$ cat config.mk
export PLATFORM = sky130hd
export DESIGN_NAME = sspm_top
export DESIGN_NICKNAME = d
export VERILOG_FILES = /design/src/rtl/sspm_pkg.sv /design/src/rtl/sspm_fifo.sv /design/src/rtl/sspm_dpath.sv /design/src/rtl/sspm_ctrl.sv /design/src/rtl/sspm_top.sv
export SDC_FILE = /design/constraint.sdc
export NUM_CORES = 1
export LEC_CHECK = 0
export ABC_CLOCK_PERIOD_IN_PS = 21400
export BUFFER_PORTS_ARGS = -buffer_cell sky130_fd_sc_hd__buf_4
export CELL_PAD_IN_SITES_DETAIL_PLACEMENT = 0
export CELL_PAD_IN_SITES_GLOBAL_PLACEMENT = 1
export CORE_UTILIZATION = 30
export CTS_CLUSTER_SIZE = 40
export DETAILED_ROUTE_END_ITERATION = 12
export PLACE_DENSITY = 0.55
export SYNTH_ARGS = -nofsm -noshare
export SYNTH_HDL_FRONTEND = slang
export SYNTH_SLANG_ARGS = --single-unit
$ cat constraint.sdc
create_clock -name clk -period 21.4 [get_ports clk]
set_input_delay 2.14 -clock clk [delete_from_list [all_inputs] [get_ports clk]]
set_output_delay 2.14 -clock clk [all_outputs]
set_load 0.005 [all_outputs]
$ cat src/rtl/sspm_pkg.sv
package sspm_pkg;
  localparam int FRAME_W = 16;

  typedef enum logic [1:0] {
    ST_IDLE,
    ST_XFER,
    ST_HOLD,
    ST_GAP
  } shiftState_t;

  // Strobes from control to datapath, one cycle each.
  typedef struct packed {
    logic hostPush;
    logic hostPop;
    logic load;
    logic shiftOut;
    logic sampleIn;
    logic rxPush;
  } dpStrobe_t;
endpackage

$ cat src/rtl/sspm_fifo.sv
module sspm_fifo #(
  parameter int DEPTH = 8,
  parameter int WIDTH = 16,
  parameter int CNT_W = $clog2(DEPTH + 1)
) (
  input  logic             clk,
  input  logic             rstN,
  input  logic             push,
  input  logic [WIDTH-1:0] pushData,
  input  logic             pop,
  output logic [WIDTH-1:0] headData,
  output logic [CNT_W-1:0] count,
  output logic             empty,
  output logic             full
);
  localparam int PTR_W = (DEPTH > 1) ? $clog2(DEPTH) : 1;

  logic [WIDTH-1:0] mem [DEPTH];
  logic [PTR_W-1:0] wrPtr, rdPtr;
  logic doPush, doPop;

  assign empty   = (count == '0);
  assign full    = (count == CNT_W'(DEPTH));
  assign doPush  = push && !full;
  assign doPop   = pop && !empty;
  assign headData = mem[rdPtr];

  function automatic logic [PTR_W-1:0] nextPtr(input logic [PTR_W-1:0] p);
    return (p == PTR_W'(DEPTH - 1)) ? '0 : p + PTR_W'(1);
  endfunction

  always_ff @(posedge clk) begin
    if (doPush) mem[wrPtr] <= pushData;
  end

  always_ff @(posedge clk or negedge rstN) begin
    if (!rstN) begin
      wrPtr <= '0;
      rdPtr <= '0;
      count <= '0;
    end else begin
      if (doPush) wrPtr <= nextPtr(wrPtr);
      if (doPop)  rdPtr <= nextPtr(rdPtr);
      case ({doPush, doPop})
        2'b10:   count <= count + CNT_W'(1);
        2'b01:   count <= count - CNT_W'(1);
        default: count <= count;
      endcase
    end
  end

  a_r7_count_bounded: assert property (@(posedge clk) disable iff (!rstN)
    count <= CNT_W'(DEPTH));
  a_r7_full_holds: assert property (@(posedge clk) disable iff (!rstN)
    (full && push && !pop) |=> (count == CNT_W'(DEPTH)));
endmodule

$ cat src/rtl/sspm_dpath.sv
module sspm_dpath
  import sspm_pkg::*;
#(
  parameter int FIFO_DEPTH = 8,
  parameter int CNT_W = $clog2(FIFO_DEPTH + 1)
) (
  input  logic               clk,
  input  logic               rstN,
  input  dpStrobe_t          strobe,
  input  logic [FRAME_W-1:0] hostData,
  input  logic [4:0]         frameBits,
  input  logic               loopback,
  input  logic               misoIn,
  output logic               mosiOut,
  output logic [FRAME_W-1:0] rxHead,
  output logic [CNT_W-1:0]   txCount,
  output logic [CNT_W-1:0]   rxCount,
  output logic               txEmpty,
  output logic               txFull,
  output logic               rxEmpty,
  output logic               rxFull
);
  logic [FRAME_W-1:0] txHead, txShift, rxShift, rxNext, rxFrame;
  logic [31:0] maskWide;
  logic inBit;

  sspm_fifo #(.DEPTH(FIFO_DEPTH), .WIDTH(FRAME_W), .CNT_W(CNT_W)) txFifo_i (
    .clk(clk), .rstN(rstN), .push(strobe.hostPush), .pushData(hostData),
    .pop(strobe.load), .headData(txHead), .count(txCount),
    .empty(txEmpty), .full(txFull));

  sspm_fifo #(.DEPTH(FIFO_DEPTH), .WIDTH(FRAME_W), .CNT_W(CNT_W)) rxFifo_i (
    .clk(clk), .rstN(rstN), .push(strobe.rxPush), .pushData(rxFrame),
    .pop(strobe.hostPop), .headData(rxHead), .count(rxCount),
    .empty(rxEmpty), .full(rxFull));

  assign mosiOut  = txShift[FRAME_W-1];
  assign inBit    = loopback ? mosiOut : misoIn;
  assign rxNext   = strobe.sampleIn ? {rxShift[FRAME_W-2:0], inBit} : rxShift;
  assign maskWide = (32'd1 << frameBits) - 32'd1;
  assign rxFrame  = rxNext & maskWide[FRAME_W-1:0];

  always_ff @(posedge clk or negedge rstN) begin
    if (!rstN) begin
      txShift <= '0;
      rxShift <= '0;
    end else begin
      if (strobe.load)
        txShift <= txHead << (5'(FRAME_W) - frameBits);
      else if (strobe.shiftOut)
        txShift <= txShift << 1;
      if (strobe.load)
        rxShift <= '0;
      else
        rxShift <= rxNext;
    end
  end

  a_r3_load_has_frame: assert property (@(posedge clk) disable iff (!rstN)
    strobe.load |-> !txEmpty);
  a_r8_push_not_full: assert property (@(posedge clk) disable iff (!rstN)
    strobe.rxPush |-> !rxFull);
endmodule

$ cat src/rtl/sspm_ctrl.sv
module sspm_ctrl
  import sspm_pkg::*;
#(
  parameter int FIFO_DEPTH = 8,
  parameter int CNT_W = $clog2(FIFO_DEPTH + 1)
) (
  input  logic               clk,
  input  logic               rstN,
  input  logic               busSel,
  input  logic               busWrite,
  input  logic [4:0]         busAddr,
  input  logic [1:0]         busByteEn,
  input  logic [15:0]        busWrData,
  output logic [15:0]        busRdData,
  output logic               irq,
  output logic               sclk,
  output logic               ssn,
  output dpStrobe_t          strobe,
  output logic [FRAME_W-1:0] hostData,
  output logic [4:0]         frameBits,
  output logic               loopback,
  input  logic [FRAME_W-1:0] rxHead,
  input  logic [CNT_W-1:0]   txCount,
  input  logic [CNT_W-1:0]   rxCount,
  input  logic               txEmpty,
  input  logic               txFull,
  input  logic               rxEmpty,
  input  logic               rxFull
);
  localparam logic [2:0] IDX_CFG0 = 3'd0;
  localparam logic [2:0] IDX_CFG1 = 3'd1;
  localparam logic [2:0] IDX_DATA = 3'd2;
  localparam logic [2:0] IDX_STAT = 3'd3;
  localparam logic [2:0] IDX_PRE  = 3'd4;
  localparam logic [2:0] IDX_IRQ  = 3'd5;
  localparam logic [CNT_W-1:0] HALF_MARK = CNT_W'(FIFO_DEPTH / 2);

  logic [15:0] cfg0Reg;
  logic [6:0]  cfg1Reg;
  logic [7:0]  preReg;
  logic        rorFlag;

  shiftState_t state;
  logic [15:0] divCnt, halfPeriod;
  logic [5:0]  edgeCnt;
  logic        sclkReg;

  logic [2:0]  regIdx;
  logic        wrAcc, rdAcc;
  logic        cpol, cpha, portOn;
  logic        rxIrq, txIrq, rorIrq, busy;
  logic [6:0]  preHalf;
  logic [8:0]  scrPlus;
  logic [31:0] maskWide;
  logic        tick, leading, lastEdge, inXferTick, frameDone, rorSet;

  // Register decode
  assign regIdx = busAddr[4:2];
  assign wrAcc  = busSel && busWrite && (busAddr[1:0] == 2'b00);
  assign rdAcc  = busSel && !busWrite && (busAddr[1:0] == 2'b00);

  assign cpha      = cfg0Reg[6];
  assign cpol      = cfg0Reg[7];
  assign frameBits = (cfg0Reg[3:0] < 4'd3) ? 5'd4 : {1'b0, cfg0Reg[3:0]} + 5'd1;
  assign loopback  = cfg1Reg[3];
  assign portOn    = cfg1Reg[4];
  assign maskWide  = (32'd1 << frameBits) - 32'd1;

  always_ff @(posedge clk or negedge rstN) begin
    if (!rstN) begin
      cfg0Reg <= '0;
      cfg1Reg <= '0;
      preReg  <= '0;
      rorFlag <= 1'b0;
    end else begin
      if (wrAcc && regIdx == IDX_CFG0) begin
        if (busByteEn[0]) cfg0Reg[7:0]  <= busWrData[7:0];
        if (busByteEn[1]) cfg0Reg[15:8] <= busWrData[15:8];
      end
      if (wrAcc && regIdx == IDX_CFG1 && busByteEn[0]) cfg1Reg <= busWrData[6:0];
      if (wrAcc && regIdx == IDX_PRE && busByteEn[0]) preReg <= {busWrData[7:1], 1'b0};
      if (wrAcc && regIdx == IDX_IRQ) rorFlag <= 1'b0;
      if (rorSet) rorFlag <= 1'b1;
    end
  end

  // Host side strobes
  assign strobe.hostPush = wrAcc && regIdx == IDX_DATA && (|busByteEn) && !txFull;
  assign strobe.hostPop  = rdAcc && regIdx == IDX_DATA && !rxEmpty;
  assign hostData = {busByteEn[1] ? busWrData[15:8] : 8'h00,
                     busByteEn[0] ? busWrData[7:0]  : 8'h00} & maskWide[15:0];

  // Interrupts and status
  assign rxIrq  = cfg1Reg[0] && (rxCount >= HALF_MARK);
  assign txIrq  = cfg1Reg[1] && (txCount <= HALF_MARK);
  assign rorIrq = cfg1Reg[2] && rorFlag;
  assign irq    = rxIrq || txIrq || rorIrq;
  assign busy   = (state != ST_IDLE) || !txEmpty;

  always_comb begin
    busRdData = '0;
    if (rdAcc) begin
      case (regIdx)
        IDX_CFG0: busRdData = cfg0Reg;
        IDX_CFG1: busRdData = {9'b0, cfg1Reg};
        IDX_DATA: busRdData = rxEmpty ? 16'h0000 : rxHead;
        IDX_STAT: busRdData = {11'b0, busy, rxFull, !rxEmpty, !txFull, txEmpty};
        IDX_PRE:  busRdData = {8'b0, preReg};
        IDX_IRQ:  busRdData = {13'b0, rorIrq, txIrq, rxIrq};
        default:  busRdData = '0;
      endcase
    end
  end

  // Serial clock timing
  assign preHalf    = (preReg[7:1] == 7'd0) ? 7'd1 : preReg[7:1];
  assign scrPlus    = {1'b0, cfg0Reg[15:8]} + 9'd1;
  assign halfPeriod = {9'b0, preHalf} * {7'b0, scrPlus};
  assign tick       = (divCnt == halfPeriod - 16'd1);

  assign leading    = !edgeCnt[0];
  assign lastEdge   = (edgeCnt == {frameBits, 1'b0} - 6'd1);
  assign inXferTick = portOn && (state == ST_XFER) && tick;
  assign frameDone  = inXferTick && lastEdge;
  assign rorSet     = frameDone && rxFull;

  assign strobe.load     = portOn && (state == ST_IDLE) && !txEmpty;
  assign strobe.sampleIn = inXferTick && (cpha ? !leading : leading);
  assign strobe.shiftOut = inXferTick && (cpha ? (leading && edgeCnt != 6'd0) : !leading);
  assign strobe.rxPush   = frameDone && !rxFull;

  always_ff @(posedge clk or negedge rstN) begin
    if (!rstN) begin
      state   <= ST_IDLE;
      divCnt  <= '0;
      edgeCnt <= '0;
      sclkReg <= 1'b0;
      ssn     <= 1'b1;
    end else if (!portOn) begin
      state   <= ST_IDLE;
      divCnt  <= '0;
      sclkReg <= cpol;
      ssn     <= 1'b1;
    end else begin
      if (state == ST_IDLE) divCnt <= '0;
      else divCnt <= tick ? '0 : divCnt + 16'd1;
      case (state)
        ST_IDLE: begin
          sclkReg <= cpol;
          if (!txEmpty) begin
            state   <= ST_XFER;
            ssn     <= 1'b0;
            edgeCnt <= '0;
          end
        end
        ST_XFER: if (tick) begin
          sclkReg <= !sclkReg;
          edgeCnt <= edgeCnt + 6'd1;
          if (lastEdge) state <= ST_HOLD;
        end
        ST_HOLD: if (tick) begin
          ssn   <= 1'b1;
          state <= ST_GAP;
        end
        ST_GAP: if (tick) state <= ST_IDLE;
        default: state <= ST_IDLE;
      endcase
    end
  end

  assign sclk = sclkReg;

  a_r3_select_high_idle: assert property (@(posedge clk) disable iff (!rstN)
    (state == ST_IDLE) |-> ssn);
  a_r8_overrun_sets_flag: assert property (@(posedge clk) disable iff (!rstN)
    rorSet |=> rorFlag);
  a_r11_disabled_quiet: assert property (@(posedge clk) disable iff (!rstN)
    !portOn |=> (ssn && state == ST_IDLE));
  a_r9_rx_irq_line: assert property (@(posedge clk) disable iff (!rstN)
    (cfg1Reg[0] && rxCount >= HALF_MARK) |-> irq);
  a_r5_idle_level: assert property (@(posedge clk) disable iff (!rstN)
    (state == ST_IDLE && $past(state == ST_IDLE) && $stable(cpol)) |-> (sclk == cpol));
endmodule

$ cat src/rtl/sspm_top.sv
module sspm_top
  import sspm_pkg::*;
#(
  parameter int FIFO_DEPTH = 8
) (
  input  logic        clk,
  input  logic        rstN,
  input  logic        busSel,
  input  logic        busWrite,
  input  logic [4:0]  busAddr,
  input  logic [1:0]  busByteEn,
  input  logic [15:0] busWrData,
  output logic [15:0] busRdData,
  output logic        irq,
  output logic        sclk,
  output logic        mosi,
  output logic        ssn,
  input  logic        miso
);
  localparam int CNT_W = $clog2(FIFO_DEPTH + 1);

  dpStrobe_t          strobe;
  logic [FRAME_W-1:0] hostData, rxHead;
  logic [4:0]         frameBits;
  logic               loopback, txEmpty, txFull, rxEmpty, rxFull;
  logic [CNT_W-1:0]   txCount, rxCount;

  sspm_ctrl #(.FIFO_DEPTH(FIFO_DEPTH), .CNT_W(CNT_W)) ctrl_i (
    .clk(clk), .rstN(rstN), .busSel(busSel), .busWrite(busWrite),
    .busAddr(busAddr), .busByteEn(busByteEn), .busWrData(busWrData),
    .busRdData(busRdData), .irq(irq), .sclk(sclk), .ssn(ssn),
    .strobe(strobe), .hostData(hostData), .frameBits(frameBits),
    .loopback(loopback), .rxHead(rxHead), .txCount(txCount),
    .rxCount(rxCount), .txEmpty(txEmpty), .txFull(txFull),
    .rxEmpty(rxEmpty), .rxFull(rxFull));

  sspm_dpath #(.FIFO_DEPTH(FIFO_DEPTH), .CNT_W(CNT_W)) dpath_i (
    .clk(clk), .rstN(rstN), .strobe(strobe), .hostData(hostData),
    .frameBits(frameBits), .loopback(loopback), .misoIn(miso),
    .mosiOut(mosi), .rxHead(rxHead), .txCount(txCount), .rxCount(rxCount),
    .txEmpty(txEmpty), .txFull(txFull), .rxEmpty(rxEmpty), .rxFull(rxFull));
endmodule

==> results of run 1 <==
## layer usage
layer | vias to the layer above | wire length (µm) | global-route usage
met5 | - | 0 | 0
met4 | 0 | 1180 | 0.0450
met3 | 63 | 1570 | 0.0178
met2 | 229 | 24400 | 0.253
met1 | 6417 | 24800 | 0.222
li1 | 5851 | - | -
## cell usage in the layout (no fill, tap or decap), drive strengths merged, types with 13 or more instances in the layout
cell type,netlist,final
dfrtp,108,108
mux2,81,81
clkinv,1,14
nand3,32,32
nor4,13,13
xor2,32,32
nand2,126,126
a22oi,20,20
buf,20,80
mux4,60,60
a21o,14,14
and2,20,20
nor2,124,124
nor3,21,21
edfxtp,256,256
o21ai,35,35
a21oi,50,50
nor2b,17,17
xnor2,29,29
mux2i,68,68
inv,96,98
clkbuf,61,61
ha,69,69
fa,40,40
and3,14,14
## flip-flops by register name (all words and copies together) (netlist names), 4 cells and up
name,count
dpath_i.rxFifo_i.mem,128
ctrl_i.divCnt,16
dpath_i.txFifo_i.count,4
ctrl_i.preReg,7
ctrl_i.edgeCnt,6
ctrl_i.cfg1Reg,7
dpath_i.rxShift,16
dpath_i.txShift,16
dpath_i.txFifo_i.mem,128
dpath_i.rxFifo_i.count,4
ctrl_i.cfg0Reg,16
## power by group
| group | internal, µW | switching [µW] |
|---|---|---|
| clock | 435 | 306 |
| combinational | 240 | 323 |
| sequential | 783 | 31.0 |
| total | 1460 | 660 |
## cells in the mapped netlist (all sizes together), types with 17 or more instances
cell type,count,area [µm²]
mux4,60,1350
a21oi,50,254
buf,20,105
and2,20,125
nand3,32,160
mux2,81,916
o21ai,35,175
nor2,124,465
a22oi,20,150
xnor2,29,254
inv,96,360
xor2,32,280
nor3,21,105
dfrtp,108,2700
clkbuf,61,229
mux2i,68,681
fa,40,801
nor2b,17,106
edfxtp,256,7690
nand2,126,473
ha,69,863
## worst paths after layout
| kind | start | end | slack, ns | depth (start not counted) |
|---|---|---|---|---|
| worst max-delay path | ctrl_i.cfg0Reg[8]$_DFFE_PN0P_ | dpath_i.rxFifo_i.mem[6][12]$_DFFE_PP_ | 13.32 | 22 |
| worst min-delay path | dpath_i.txShift[0]$_DFFE_PN0P_ | dpath_i.txShift[0]$_DFFE_PN0P_ | 0.50 | 1 |
| worst max register to register | ctrl_i.cfg0Reg[8]$_DFFE_PN0P_ | dpath_i.rxFifo_i.mem[6][12]$_DFFE_PP_ | 13.32 | 22 |
| worst min register to register | dpath_i.txShift[0]$_DFFE_PN0P_ | dpath_i.txShift[0]$_DFFE_PN0P_ | 0.50 | 1 |
| max in group asynchronous | rstN | dpath_i.rxFifo_i.rdPtr[0]$_DFFE_PN0P_ | 18.44 | 2 |
| min in group asynchronous | rstN | ctrl_i.divCnt[2]$_DFF_PN0_ | 1.56 | 1 |
## per-stage QoR
step,hold slack [ns],total power (µW),setup slack [ns],instances
after floorplan,0.464,1240,13.27,1560
after global placement,0.485,1400,13.40,2414
after detailed placement,0.494,1390,13.25,2414
after CTS,0.510,2150,13.28,2494
after global routing,0.524,2240,12.74,2494
final,0.503,2120,13.32,2494
## layout make-up
cell class              count  area (µm²)
multi-input cells        1017        8780
repair buffers             80         601
clock inverters            19         239
clock buffers              61        1200
inverters                  97         364
flip-flops and latches    365       10400
fillers                  6353       42300
well taps                 855        1070
## worst register-to-register path, stage by stage (launching register included)
cell and delay, ns:
dfrtp_1 0.56, ha_1 0.25, nand3_1 0.12, xnor2_1 0.50, nand2_1 0.16, fa_1 0.53
fa_1 0.54, inv_1 0.05, fa_1 0.47, inv_1 0.05, fa_1 0.47, inv_1 0.04
ha_1 0.36, a21o_1 0.22, a221oi_4 0.40, a21oi_2 0.10, a2111o_1 0.44, or3b_4 0.45
or2_1 0.22, buf_4 0.21, or4_4 0.65, nor3_2 0.70, buf_4 0.34
## kinds of logic (layout without fill, tap and decap cells)
| group | count (synthesis) | count (layout) | synth area share |
|---|---|---|---|
| AOI/OAI and AO/OA | 214 | 214 | 0.0761 |
| xor gates and xnor gates | 61 | 61 | 0.0269 |
| adders and majority gates | 109 | 109 | 0.0839 |
| buffers and inverters | 178 | 257 | 0.0352 |
| DFF | 365 | 365 | 0.525 |
| muxes | 209 | 209 | 0.149 |
| and+or+nand+nor | 424 | 424 | 0.104 |
==> run summary, run 1 <==
### CTS
- clock buffers created by TritonCTS: 44
- Setup Buffers After CTS: 0
- root cell of the clock tree: clkbuf_16
- Post-CTS Hold Fix Bufs: 0
- Clock Latency Late Sink: 0.59 ns
- clock tree buffer depth: 3
- H-tree depth: 2
- clock tree sinks: 365
- post-CTS sizing: 0
- clock tree from TritonCTS: built
- Clock transition at path regs: 0.06 ns

### Synth
- proportion of synthesized chip area in sequential cells: 0.525
- Post-synth EDFFs: 256
- syn avg cell area: 12.7 µm²
- cell count after synthesis: 1560
- netlist area before placement: 19800 µm²
- flip-flop and latch count after synthesis: 365
- asr flop ratio synth: 0.299
- number of nets in the synthesized netlist: 1697
- number of distinct standard cells referenced by the synthesized netlist: 84
- Top FF cell, synth: edfxtp_1
- Yosys Warn Count: 0

### Timing
- share of the cycle needed by the critical path after routing: 0.378
- setup TNS: 0 ns
- fmax: 0.124 GHz
- Period minus WS final: 8.08 ns
- setup repair after global routing missed its margin: false
- pins over their slew limit: 0
- Max-Slew Margin vs Limit: 0.240
- Finish-stage setup viols: 0
- Final Hold Violating Endpoints: 0
- pin slew with the least headroom to its limit: 1.13 ns
- largest clock skew in the final design: 0.0408 ns

### Hold path
- Hold Path Class: reg2reg

### Routing
- Iter 0 DRT Violations: 1001
- routed wirelength normalized by instance count: 20.8 µm
- post-route DRC violation count: 0
- number of routed nets with antenna violations: 0
- drt total wl: 51.9 mm
- average via count per standard cell: 5.04
- first drt pass iteration count: 7
- count of vias placed by the detailed router: 12600

### Placed design
- count of input and output buffers: 47
- post-DP HPWL: 36.6 mm
- dpl cell area: 21200 µm²
- Placer Congestion: 0.854

### Pwr
- power per unit of standard cell area: 93.4 nW/µm²
- static leakage: 0.00827 µW
- peak ir drop on the vdd network: 0.0599 mV

### Critical path
- worst endpoint data arrival time: 8.37 ns
- critical setup path kind: reg2reg
- number of buffer and inverter instances along the worst setup path: 5
- critical-path cell list: ha_1 -> nand3_1 -> xnor2_1 -> nand2_1 -> fa_1 -> fa_1 -> inv_1 -> fa_1 -> inv_1 -> fa_1 -> inv_1 -> ha_1 -> a21o_1 -> a221oi_4 -> a21oi_2 -> a2111o_1 -> or3b_4 -> or2_1 -> buf_4 -> or4_4 -> nor3_2 -> buf_4
- CP Max Fanout: 21
- kind of cell adding the most delay to the critical path: adder cells
- CP most frequent cell: fa_1
- cell with the largest stage delay on the worst path: nor3_2
- Critical Path Start Type: flop
- kind of end point of the critical path: flop
- worst path required time: 21.69 ns
- maximum single-stage delay on the critical path: 0.69 ns

### Die
- Std-Cell Rows: 93
- horizontal die dimension: 259 µm
- I/O pin count: 48
- core area: 64900 µm²
- height of the die: 259 µm
- Die ar.: 67100 µm²
- Initial Utilization: 0.305

### Finish
- layout-stage area growth over the synthesis result: 14.3%
- layout cell share with drive strength beyond 1: 0.192
- Final nets: 1742
- final design utilization: 0.349
- post-route cell area: 22700 µm²
- diode count: 0

### GRT
- global-route usage over all layers: 0.157
- pin count of the biggest net entering global routing: 69
- vias in the first global route: 12700
- number of antenna violations at the first check in global routing: 0
- total gr overflow: 0
- global-route wire length before repair: 80.2 mm

### Outcome
- result of the run: finished clean

### Run
- count of max-cap constraint violations: 0

Power figures use the tool's default switching activity.
==> run 2: changes to the inputs <==
Settings changed: ABC_CLOCK_PERIOD_IN_PS 21400 to 7320, PLACE_DENSITY 0.55 to 0.57.
Clock period 21.4 ns to 7.32 ns, I/O delays scaled along.
==> run 2 against run 1 <==
  * Total power grew to 2.9 times the previous value
  * Non-clock buffer count is 35 higher
  * Wire length increased by 0.87%
  * Critical endpoint is now dpath_i.rxFifo_i.count[2]$_DFFE_PN0P_
  * Global-route usage grew 0.072 points
  * First-iteration DRC count fell by 11%
  * Sequential share of layout area shrank 0.71 points
  * Core utilization grew 0.55 points
  * Die area did not move
  * Clock power rose to 2.8 times the previous value
  * Cell count up 1.2%
  * Largest power group unchanged
==> run summary, run 2 (same netlist as run 1, synthesis figures left out) <==
### Outcome
- result of the run: finished clean

### GRT
- number of antenna violations at the first check in global routing: 4
- fraction of met3 tracks used by global routing: 0.0247
- met1 Resource Use GR: 0.218
- most utilized layer in the global route result: met2
- total gr overflow: 0
- global-route wire length before repair: 80.4 mm
- pin count of the biggest net entering global routing: 63
- vias in the first global route: 12800
- global-route usage over all layers: 0.158
- met2 Track Usage GR: 0.252

### Timing
- fmax: 0.143 GHz
- pins over their slew limit: 0
- setup slack of the critical path after layout: 0.313 ns
- Period minus WS final: 7.01 ns
- Final Hold Violating Endpoints: 0
- setup TNS: 0 ns
- Max-Slew Margin vs Limit: 0.106
- share of the cycle needed by the critical path after routing: 0.957
- setup repair after global routing missed its margin: false
- largest clock skew in the final design: 0.0560 ns
- Finish-stage setup viols: 0
- pin slew with the least headroom to its limit: 1.33 ns

### Critical path
- Critical Path Start Type: flop
- kind of end point of the critical path: flop
- maximum single-stage delay on the critical path: 0.57 ns
- CP Max Fanout: 4
- critical setup path kind: reg2reg
- kind of cell adding the most delay to the critical path: adder cells
- number of buffer and inverter instances along the worst setup path: 3
- CP most frequent cell: fa_1
- worst path required time: 7.75 ns
- worst endpoint data arrival time: 7.44 ns
- cell with the largest stage delay on the worst path: fa_1

### Placed design
- Placer Congestion: 0.807
- number of cells in the design after placement: 2446
- count of input and output buffers: 47
- post-DP HPWL: 37.4 mm
- dpl cell area: 21500 µm²
- dpl ws: 0.191 ns

### Routing
- routed wirelength normalized by instance count: 20.7 µm
- drt total wl: 52.3 mm
- count of vias placed by the detailed router: 12700
- first drt pass iteration count: 5
- number of routed nets with antenna violations: 0
- post-route DRC violation count: 0
- Iter 0 DRT Violations: 889
- average via count per standard cell: 5.04

### Finish
- Top Registers: dpath_i.rxFifo_i.mem: 128 flops, dpath_i.txFifo_i.mem: 128 flops
- post-route cell area: 23000 µm²
- count of placed standard cells in the final layout, fillers left out: 2525
- commonest cells after routing, fill and taps aside: edfxtp_1 (256), nand2_1 (126), nor2_1 (122)
- layout-stage area growth over the synthesis result: 16.1%
- number of fill cells: 6408
- Final nets: 1775
- layout cell share with drive strength beyond 1: 0.220
- final design utilization: 0.355
- commonest non-fill, non-tap cell in the layout: edfxtp_1

### CTS
- H-tree depth: 2
- root cell of the clock tree: clkbuf_16
- clock buffers created by TritonCTS: 42
- Post-CTS Hold Fix Bufs: 0
- clock tree buffer depth: 3
- Clock Latency Late Sink: 0.61 ns
- clock tree from TritonCTS: built
- clock tree sinks: 365
- Clock transition at path regs: 0.06 ns

### Die
- I/O pin count: 48
- height of the die: 259 µm
- horizontal die dimension: 259 µm
- core area: 64900 µm²
- Die ar.: 67100 µm²
- Std-Cell Rows: 93
- Initial Utilization: 0.305

### Pwr
- power per unit of standard cell area: 267 nW/µm²
- static leakage: 0.00845 µW
- peak ir drop on the vdd network: 0.152 mV

### Hold path
- Hold Path Class: in2async

### Run
- count of max-cap constraint violations: 0

-- run 2: changes by cell type in the layout (fill, tap and decap cells not counted), moves of 3 or more --
| cell | previous run | this run |
|---|---|---|
| buf_4 | 80 | 111 |
| clkbuf_1 | 13 | 6 |
| clkinv_2 | 5 | 11 |
| nor4_2 | 4 | 0 |
| nor4_4 | 1 | 5 |
| xor2_1 | 32 | 28 |
| xor2_2 | 0 | 4 |
| buf_12 | 0 | 3 |
| clkbuf_8 | 4 | 1 |
| xnor2_1 | 29 | 26 |
| xnor2_2 | 0 | 3 |
-- run 2: repair_timing --
| action | in CTS | in global routing |
|---|---|---|
| setup endpoints to repair | 0 | 171 |
| setup buffers | 0 | 3 |
| gates resized for setup | 0 | 18 |
-- run 2: power by group --
group / internal [µW] / switching (µW) / total [µW]
combinational: 748 / 929 / 1680
clock: 1190 / 891 / 2080
sequential: 2290 / 119 / 2410
total: 4220 / 1940 / 6160
-- run 2: final timing paths --
kind / end / cells after the start / slack [ns] / start
hold reg to reg: ctrl_i.cfg1Reg[5]$_DFFE_PN0P_ / 1 / 0.51 / ctrl_i.cfg1Reg[5]$_DFFE_PN0P_
max in group asynchronous: dpath_i.txFifo_i.rdPtr[1]$_DFFE_PN0P_ / 2 / 5.76 / rstN
min in group clk: ctrl_i.cfg0Reg[13]$_DFFE_PN0P_ / 2 / 0.41 / busWrData[13]
setup / recovery: dpath_i.rxFifo_i.count[2]$_DFFE_PN0P_ / 26 / 0.31 / ctrl_i.cfg0Reg[9]$_DFFE_PN0P_
hold / removal: ctrl_i.cfg0Reg[10]$_DFFE_PN0P_ / 1 / 0.18 / rstN
setup reg to reg: dpath_i.rxFifo_i.count[2]$_DFFE_PN0P_ / 26 / 0.31 / ctrl_i.cfg0Reg[9]$_DFFE_PN0P_
-- run 2: metrics by stage --
step | hold WS (ns) | power, µW
2_1_floorplan | 0.436 | 3630
3_3_place_gp | 0.490 | 4120
3_5_place_dp | 0.493 | 4120
4_1_cts | 0.166 | 6230
5_1_grt | 0.212 | 6500
6_report | 0.177 | 6160
-- run 2: routing by layer --
| layer | vias up | share of wire | routed length [µm] |
|---|---|---|---|
| met4 | 2 | 0.027 | 1410 |
| li1 | 5917 | - | - |
| met5 | - | 0.00013 | 7 |
| met2 | 273 | 0.47 | 24400 |
| met3 | 81 | 0.049 | 2540 |
| met1 | 6461 | 0.46 | 23900 |
-- run 2: cell type report --
class	count	area, µm²	area share
Multi-Input combinational cell	1017	8900	0.386
Inverter	97	364	0.0158
Clock buffer	49	1090	0.0472
Sequential cell	365	10400	0.452
Timing Repair Buffer	115	905	0.0393
Tap cell	855	1070	0.0464
Clock inverter	26	287	0.0124
Antenna cell	1	2.50	0.000109
